<file path="src/rtl/xirq_pkg.sv">
package xirq_pkg;

    typedef enum logic [1:0] {
        SENSE_LOW  = 2'b00,
        SENSE_ANY  = 2'b01,
        SENSE_FALL = 2'b10,
        SENSE_RISE = 2'b11
    } sense_e;

    localparam int NGRP = 3;

endpackage

</file>
<file path="src/rtl/xirq_sync.sv">
module xirq_sync #(
    parameter int W = 19
) (
    input  logic         clk,
    input  logic         rst_n,
    input  logic [W-1:0] din,
    output logic [W-1:0] cur,
    output logic [W-1:0] prev
);

    typedef struct packed {
        logic [W-1:0] s1;
        logic [W-1:0] s2;
        logic [W-1:0] old;
    } sync_st_t;

    sync_st_t st_d, st_q;

    always_comb begin
        st_d     = st_q;
        st_d.s1  = din;
        st_d.s2  = st_q.s1;
        st_d.old = st_q.s2;
    end

    always_ff @(posedge clk or negedge rst_n) begin
        if (!rst_n) st_q <= '1;
        else        st_q <= st_d;
    end

    assign cur  = st_q.s2;
    assign prev = st_q.old;

endmodule

</file>
<file path="src/rtl/xirq_group.sv">
module xirq_group #(
    parameter int W = 8
) (
    input  logic         clk,
    input  logic         rst_n,
    input  logic [W-1:0] cur,
    input  logic [W-1:0] prev,
    input  logic [W-1:0] mask,
    input  logic         clr,
    output logic         flag
);

    typedef struct packed {
        logic flag;
    } grp_st_t;

    grp_st_t st_d, st_q;
    logic    hit;

    always_comb begin
        hit       = |((cur ^ prev) & mask);
        st_d      = st_q;
        st_d.flag = (st_q.flag & ~clr) | hit;
    end

    always_ff @(posedge clk or negedge rst_n) begin
        if (!rst_n) st_q <= '0;
        else        st_q <= st_d;
    end

    assign flag = st_q.flag;

endmodule

</file>
<file path="src/rtl/xirq_ext.sv">
module xirq_ext
    import xirq_pkg::*;
(
    input  logic   clk,
    input  logic   rst_n,
    input  logic   cur,
    input  logic   prev,
    input  sense_e sense,
    input  logic   clr,
    output logic   flag,
    output logic   level_on
);

    typedef struct packed {
        logic flag;
    } ext_st_t;

    ext_st_t st_d, st_q;
    logic    fall, rise, evt;

    always_comb begin
        fall = prev & ~cur;
        rise = ~prev & cur;
        unique case (sense)
            SENSE_ANY:  evt = fall | rise;
            SENSE_FALL: evt = fall;
            SENSE_RISE: evt = rise;
            default:    evt = 1'b0;
        endcase
        st_d      = st_q;
        st_d.flag = (st_q.flag & ~clr) | evt;
        level_on  = (sense == SENSE_LOW) & ~cur;
    end

    always_ff @(posedge clk or negedge rst_n) begin
        if (!rst_n) st_q <= '0;
        else        st_q <= st_d;
    end

    assign flag = st_q.flag;

endmodule

</file>
<file path="src/rtl/xirq_unit.sv">
module xirq_unit
    import xirq_pkg::*;
#(
    parameter int G0_W = 8,
    parameter int G1_W = 4,
    parameter int G2_W = 6,
    localparam int NPC = G0_W + G1_W + G2_W
) (
    input  logic            clk,
    input  logic            rst_n,
    input  logic [NPC-1:0]  pc_pin,
    input  logic            ext_pin,
    input  logic [G0_W-1:0] pc_mask0,
    input  logic [G1_W-1:0] pc_mask1,
    input  logic [G2_W-1:0] pc_mask2,
    input  logic [1:0]      ext_sense,
    input  logic            ext_en,
    input  logic [NGRP-1:0] grp_en,
    input  logic            all_off,
    input  logic            ext_clr,
    input  logic [NGRP-1:0] grp_clr,
    output logic            ext_req,
    output logic [NGRP-1:0] grp_req,
    output logic            wake
);

    localparam int NSYNC = NPC + 1;

    logic [NSYNC-1:0] sync_cur, sync_prev;
    logic [NPC-1:0]   pc_cur, pc_prev, mask_all;
    logic             ext_cur, ext_prev;
    logic [NGRP-1:0]  grp_flag;
    logic             ext_flag, ext_level;
    sense_e           sense;

    assign mask_all = {pc_mask2, pc_mask1, pc_mask0};
    assign sense    = sense_e'(ext_sense);

    xirq_sync #(.W(NSYNC)) u_sync (
        .clk  (clk),
        .rst_n(rst_n),
        .din  ({ext_pin, pc_pin}),
        .cur  (sync_cur),
        .prev (sync_prev)
    );

    assign pc_cur   = sync_cur[NPC-1:0];
    assign pc_prev  = sync_prev[NPC-1:0];
    assign ext_cur  = sync_cur[NPC];
    assign ext_prev = sync_prev[NPC];

    for (genvar g = 0; g < NGRP; g++) begin : g_grp
        localparam int LO = (g == 0) ? 0 : ((g == 1) ? G0_W : G0_W + G1_W);
        localparam int GW = (g == 0) ? G0_W : ((g == 1) ? G1_W : G2_W);
        xirq_group #(.W(GW)) u_grp (
            .clk  (clk),
            .rst_n(rst_n),
            .cur  (pc_cur[LO +: GW]),
            .prev (pc_prev[LO +: GW]),
            .mask (mask_all[LO +: GW]),
            .clr  (grp_clr[g]),
            .flag (grp_flag[g])
        );
    end

    xirq_ext u_ext (
        .clk     (clk),
        .rst_n   (rst_n),
        .cur     (ext_cur),
        .prev    (ext_prev),
        .sense   (sense),
        .clr     (ext_clr),
        .flag    (ext_flag),
        .level_on(ext_level)
    );

    always_comb begin
        grp_req = all_off ? '0 : (grp_flag & grp_en);
        ext_req = ((sense == SENSE_LOW) ? ext_level : ext_flag) & ext_en & ~all_off;
        wake    = |((pc_pin ^ pc_prev) & mask_all);
    end

endmodule

</file>
<file path="config.mk">
export PLATFORM = sky130hd
export DESIGN_NAME = xirq_unit
export DESIGN_NICKNAME = d
export VERILOG_FILES = /design/src/rtl/xirq_pkg.sv /design/src/rtl/xirq_sync.sv /design/src/rtl/xirq_group.sv /design/src/rtl/xirq_ext.sv /design/src/rtl/xirq_unit.sv
export SDC_FILE = /design/constraint.sdc
export NUM_CORES = 1
export LEC_CHECK = 0
export BUFFER_PORTS_ARGS = -buffer_cell sky130_fd_sc_hd__buf_4
export CORE_MARGIN = 4
export CORE_UTILIZATION = 32
export CTS_CLUSTER_DIAMETER = 50
export DETAILED_ROUTE_END_ITERATION = 8
export PLACE_DENSITY = 0.49
export REMOVE_ABC_BUFFERS = 1
export SYNTH_ARGS = -nofsm -noshare
export SYNTH_HDL_FRONTEND = slang
export SYNTH_SLANG_ARGS = --single-unit
</file>
<file path="constraint.sdc">
create_clock -name clk -period 2.5 [get_ports clk]
set_input_delay 0.375 -clock clk [delete_from_list [all_inputs] [get_ports clk]]
set_output_delay 0.375 -clock clk [all_outputs]
set_load 0.005 [all_outputs]
</file>
==> out/summary.md, run 1 <==
Outcome
* finished, final reports clean — result of the run

Timing
* 2.055 ns — time the final worst path needs with I/O delays and setup
* 82.18% — post-route fraction of the period consumed by the critical path
* 0 — final hold violation count
* 0 — Final Max Slew Viols
* 0.005200 ns — worst clock skew on the final layout
* 0 ns — final-layout setup total negative slack
* no — unrepaired setup endpoints after global routing
* 51.75% — worst max-slew margin expressed relative to the limit
* 0.7237 ns — Slew @ Worst Pin
* 0 — count of final setup violators
* 0.4867 GHz — maximum clock rate

CTS
* 61 — Sink Count
* 9 — total clock buffers created by CTS
* 3 — level count of the clock H-tree
* clkbuf_8 — buffer type at the clock tree root
* 0.33 ns — insertion delay of the later-clocked pin in the worst-skew pair
* 0 — setup repair bufs after CTS
* 2 — maximum root-to-sink buffer count
* 0.06 ns — CTS clock-pin slew for the worst setup and hold paths
* done — CTS tree
* 0 — total of cells resized after clock tree synthesis
* 0 — hold buffer count at cts

Synthesis
* dfstp_2 — cell type contributing the most total cell area after synthesis
* 66.91% — area share of the leading cell type in the synthesized netlist
* 2238 um2 — post-synthesis instance area
* 61 — number of synthesized register bits
* 15.76 um2 — per-instance average area after synthesis
* 19 — number of unique standard cell types used by synthesis
* 0 — yosys synthesis warning count
* 142 — Syn Inst Count
* dfstp_2 67%, xor2_1 14%, dfrtp_1 4.5% — synth top area cells
* 71.38% — sequential fraction of the synthesis area

Setup path
* register — sort of element at the start of the critical path
* u_sync.prev[3] — worst r2r src
* 2.12 ns — required time reported for the critical path endpoint
* 1.68 ns — arrival time of the worst setup path
* 0.54 ns — delay contributed by the slowest stage of the critical path
* xor2_1 > a22o_1 > a221oi_2 > nand4_1 > buf_4 — cells traversed along the worst timing path
* dfstp_2 — Slowest-stage cell, CP
* u_sync.prev[6] — Crit. Startpoint
* output port — endpoint type of the worst setup path
* 2 — worst-path fanout max
* register to output port — critical path class

Floorplanning
* 55 — io pins
* 91.64 um — floorplan die height
* 8397 um2 — overall die area
* 32.95% — initial cell density of the core
* 91.64 um — Chip Width
* 6794 um2 — core footprint
* 30 — number of standard-cell rows in the floorplan

Global routing
* 62 — pin count of the biggest net entering global routing
* 0 — initial antenna violation count
* 1,464 — number of global-route vias before repair
* 0 — overflow left after global routing
* 11.53% — GR Util All Layers
* 7.279 mm — first-pass GRT wire length

Layout
* 61.79% — fraction of final layout cells with drive strength greater than 1
* 44.27% — final design utilization
* 1598 um2 — Sequential cell area
* 628 — Filler Cells Inserted
* 0 — diode count
* 259 — number of nets in the finished design
* dfstp_2 — leading cell type in the layout, fill and taps excluded
* 57 x dfstp_2, 54 x buf_4, 36 x xor2_1, 13 x clkbuf_8, 6 x nand2_1 — leading cell types in the layout, fill and taps excluded
* 34.38% — P&R area growth vs syn
* 625.6 um2 — area taken by multi-input logic gates

Pwr
* 2.346 mW — total chip power
* 0.4213 mV — maximum VDD drop
* 779.9 nW/um2 — power per cell area
* 1.315 nW — leakage power summed over all cells

Flow run
* 0 — Max-cap violations

Place
* 3.306 mm — placed wire-length estimate after detailed placement
* 0.6991 — final estimated routing congestion in global placement
* 54 — number of buffers inserted by port buffering

Routing
* 4.473 mm — Total Wirelength
* 4.231 — vias per inst
* 0 — number of design rule violations left after detail routing
* 1,303 — count of vias placed by the detailed router
* 0 — residual antenna-violating net count after detailed routing
* 36 — Iteration-0 DRC Markers
* 6 — 1st-pass router iterations
* 14.52 um — routed len/inst

Min path
* input pin to asynchronous set/reset pin — class of the worst hold path

-- worst max-delay path: cells and delay by family (launching register included) --
kind / cells / cell delay [ns]
AO/OA/AOI/OAI: 2 / 0.44
XOR/XNOR: 1 / 0.06
buffers and inverters: 1 / 0.16
flip-flops: 1 / 0.54
AND/OR/NAND/NOR: 1 / 0.15
-- logic make-up (layout without fill, tap and decap cells) --
kind of cell,after synthesis,after routing,synth area share (%)
simple gates,18,18,3.857
fa+ha+maj,2,2,1.118
xor+xnor,36,36,14.09
mux,2,2,0.8944
flops,61,61,71.38
compound gates,19,19,7.993
buf+inv,4,74,0.6706
-- synth_stat cells --
cell type  count
dfstp_2       57
nand2_1        6
inv_1          4
nor2b_1        3
nand4_1        1
o221ai_1       1
nor3b_1        1
mux2i_1        2
a22o_1         4
nor2_1         4
xor2_1        36
nand3_1        2
and3_1         1
a22oi_1        4
ha_1           2
a21oi_1        3
dfrtp_1        4
a222oi_1       3
a221oi_2       4
-- sequential cells by signal, indices dropped and copies added (netlist names) --
| name | cells |
|---|---|
| u_sync.st_d | 19 |
| u_sync.prev | 19 |
| u_sync.cur | 19 |
| u_ext.flag | 1 |
| g_grp.u_grp.flag | 3 |
-- metrics by stage --
step / setup WS (ns) / cells / hold slack (ns) / area (um2)
6_report: 0.4454 / 308 / 0.1026 / 3008
4_1_cts: 0.3886 / 308 / 0.1135 / 3008
2_1_floorplan: 1.040 / 142 / 0.07941 / 2238
3_5_place_dp: 0.7036 / 292 / 0.3472 / 2764
5_1_grt: 0.2985 / 308 / 0.1132 / 3008
3_3_place_gp: 0.7059 / 292 / 0.3464 / 2764
-- cell type report --
type / instances / area share (%)
Inverter: 4 / 0.4992
Clock buffer: 13 / 5.948
Clock inverter: 3 / 2.163
Timing Repair Buffer: 54 / 13.48
Sequential cell: 61 / 53.12
Multi-Input combinational cell: 77 / 20.80
Tap cell: 96 / 3.993
-- metal layers --
layer	track usage [%]	up-vias	wire length, um
li1	-	614	-
met1	14.96	635	2028
met2	16.31	47	2052
met3	5.824	7	332
met4	4.523	0	60
met5	0	-	0
-- worst paths after layout --
path                                             to  slack [ns]  cells after the start
worst min register to register       u_sync.cur[12]        0.35                      0
worst max register to register  g_grp[0].u_grp.flag        1.18                      4
max in group asynchronous       g_grp[1].u_grp.flag        1.93                      1
worst min-delay path                     u_ext.flag        0.10                      1
worst max-delay path                           wake        0.45                      5
min in group clk                    u_sync.st_d[37]        0.14                      1
-- power by group --
part	internal, mW	total [mW]	switching [mW]
clock	0.669	1.03	0.365
sequential	1.08	1.11	0.0327
combinational	0.110	0.201	0.0910
total	1.86	2.35	0.489
(Power assumes the default switching activity.)
==> inputs of run 2 (changes only) <==
==> constraint.sdc (replaced) <==
create_clock -name clk -period 2.1 [get_ports clk]
set_input_delay 0.315 -clock clk [delete_from_list [all_inputs] [get_ports clk]]
set_output_delay 0.315 -clock clk [all_outputs]
set_load 0.005 [all_outputs]
==> out/summary.md, run 2 (synthesis results as in run 1) <==
Timing
* 0 — Final Max Slew Viols, unchanged
* no — unrepaired setup endpoints after global routing
* 0 — final hold violation count, unchanged
* 93.81% — post-route fraction of the period consumed by the critical path
* 0 — count of final setup violators, unchanged
* 0.7351 ns — Slew @ Worst Pin, +0.01139 ns
* 0.06877 ns — worst hold slack after final layout, -0.03385 ns
* 0 ns — final-layout setup total negative slack, unchanged
* 1.970 ns — time the final worst path needs with I/O delays and setup
* 0.5076 GHz — maximum clock rate
* 0.004164 ns — worst clock skew on the final layout, -0.001035 ns
* 50.99% — worst max-slew margin expressed relative to the limit, -0.76 points

Global routing
* 0 — overflow left after global routing, unchanged
* 11.54% — GR Util All Layers, about the same
* 0 — initial antenna violation count, unchanged
* 1,508 — number of global-route vias before repair, +3.0%
* 7.376 mm — first-pass GRT wire length, +1.3%
* 62 — pin count of the biggest net entering global routing, unchanged

CTS
* 9 — total clock buffers created by CTS, unchanged
* 0.06 ns — CTS clock-pin slew for the worst setup and hold paths, about the same
* clkbuf_8 — buffer type at the clock tree root
* done — CTS tree
* 2 — maximum root-to-sink buffer count, unchanged
* 3 — level count of the clock H-tree, unchanged
* 0 — hold buffer count at cts, unchanged
* 0.31 ns — insertion delay of the later-clocked pin in the worst-skew pair, -0.02 ns
* 61 — Sink Count, unchanged

Floorplanning
* 8397 um2 — overall die area, unchanged
* 32.95% — initial cell density of the core, unchanged
* 91.64 um — floorplan die height, unchanged
* 91.64 um — Chip Width, unchanged
* 55 — io pins, unchanged
* 6794 um2 — core footprint, unchanged
* 30 — number of standard-cell rows in the floorplan, unchanged

Place
* 54 — number of buffers inserted by port buffering, unchanged
* 0.7059 — final estimated routing congestion in global placement, +0.97%
* 3.305 mm — placed wire-length estimate after detailed placement, about the same

Setup path
* 0.54 ns — delay contributed by the slowest stage of the critical path, about the same
* register — sort of element at the start of the critical path
* 1.66 ns — arrival time of the worst setup path, -0.02 ns
* 2 — worst-path fanout max, unchanged
* 1.78 ns — required time reported for the critical path endpoint, -0.34 ns
* xor2_1 > a22o_1 > a221oi_2 > nand4_1 > buf_4 — cells traversed along the worst timing path
* flip-flops — kind of cell with the highest combined delay on the critical path
* output port — endpoint type of the worst setup path
* dfstp_2 — Slowest-stage cell, CP
* register to output port — critical path class
* 1 — number of buffers and inverters on the critical path, unchanged

Layout
* 260 — number of nets in the finished design, +0.39%
* 0 — diode count, unchanged
* 60.09% — fraction of final layout cells with drive strength greater than 1, -1.7 points
* 57 x dfstp_2, 55 x buf_4, 36 x xor2_1, 11 x clkbuf_8, 6 x nand2_1 — leading cell types in the layout, fill and taps excluded
* 31.47% — P&R area growth vs syn
* dfstp_2 — leading cell type in the layout, fill and taps excluded
* 43.31% — final design utilization, -0.96 points

Flow run
* 0 — Max-cap violations, unchanged

Routing
* 4.220 — vias per inst, -0.25%
* 0 — residual antenna-violating net count after detailed routing, unchanged
* 45 — Iteration-0 DRC Markers, +25%
* 4.420 mm — Total Wirelength, -1.2%
* 14.30 um — routed len/inst, -1.5%
* 1,304 — count of vias placed by the detailed router, +0.077%
* 0 — number of design rule violations left after detail routing, unchanged
* 5 — 1st-pass router iterations, -1

Outcome
* finished, final reports clean — result of the run

Pwr
* 1.282 nW — leakage power summed over all cells, -2.5%
* 0.3433 mV — maximum VDD drop, -19%
* 833.0 nW/um2 — power per cell area, +6.8%

Min path
* input pin to asynchronous set/reset pin — class of the worst hold path

## run 2: what timing repair did
item / CTS / global route
setup buffers: 0 / 1
gates resized for setup: 0 / 0
setup endpoints to repair: 0 / 1
## run 2: worst paths after layout
check	from	to	slack, ns	depth (start not counted)
max	u_sync.prev[2]	wake	0.13	5
min	rst_n	u_ext.flag	0.07	1
max reg2reg	u_sync.prev[3]	g_grp[0].u_grp.flag	0.80	4
min reg2reg	u_sync.st_d[32]	u_sync.cur[13]	0.35	0
max in group asynchronous	rst_n	g_grp[0].u_grp.flag	1.56	1
min in group clk	ext_pin	u_sync.st_d[37]	0.11	1
## run 2: cell type report
class	count	area, um2
flip-flops and latches	61	1598
clock inverters	1	5.005
well taps	96	120.1
clock buffers	15	166.4
inverters	4	15.01
repair buffers	55	412.9
multi-input cells	77	625.6
fillers	633	3851
## run 2: stage by stage
step           instance area (um2)  setup WS (ns)  total power, mW  cells
2_1_floorplan                 2238         0.6998            1.432    142
3_3_place_gp                  2764         0.4246            1.579    292
3_5_place_dp                  2764         0.4213            1.587    292
4_1_cts                       2935        0.05973            2.506    308
5_1_grt                       2943      0.0003993            2.593    309
6_report                      2943         0.1299            2.451    309
## run 2: per-layer routing
metal / vias up / GRT usage (%) / wire [um]
li1: 617 / - / -
met1: 635 / 15.03 / 2045
met2: 48 / 17.04 / 2039
met3: 4 / 4.020 / 305
met4: 0 / 5.653 / 29
met5: - / 0 / 0
## run 2: power by group
group          internal (mW)  switching, mW  total, mW
Combinational          0.132          0.110      0.242
Sequential              1.28         0.0377       1.32
Clock                  0.493          0.394      0.887
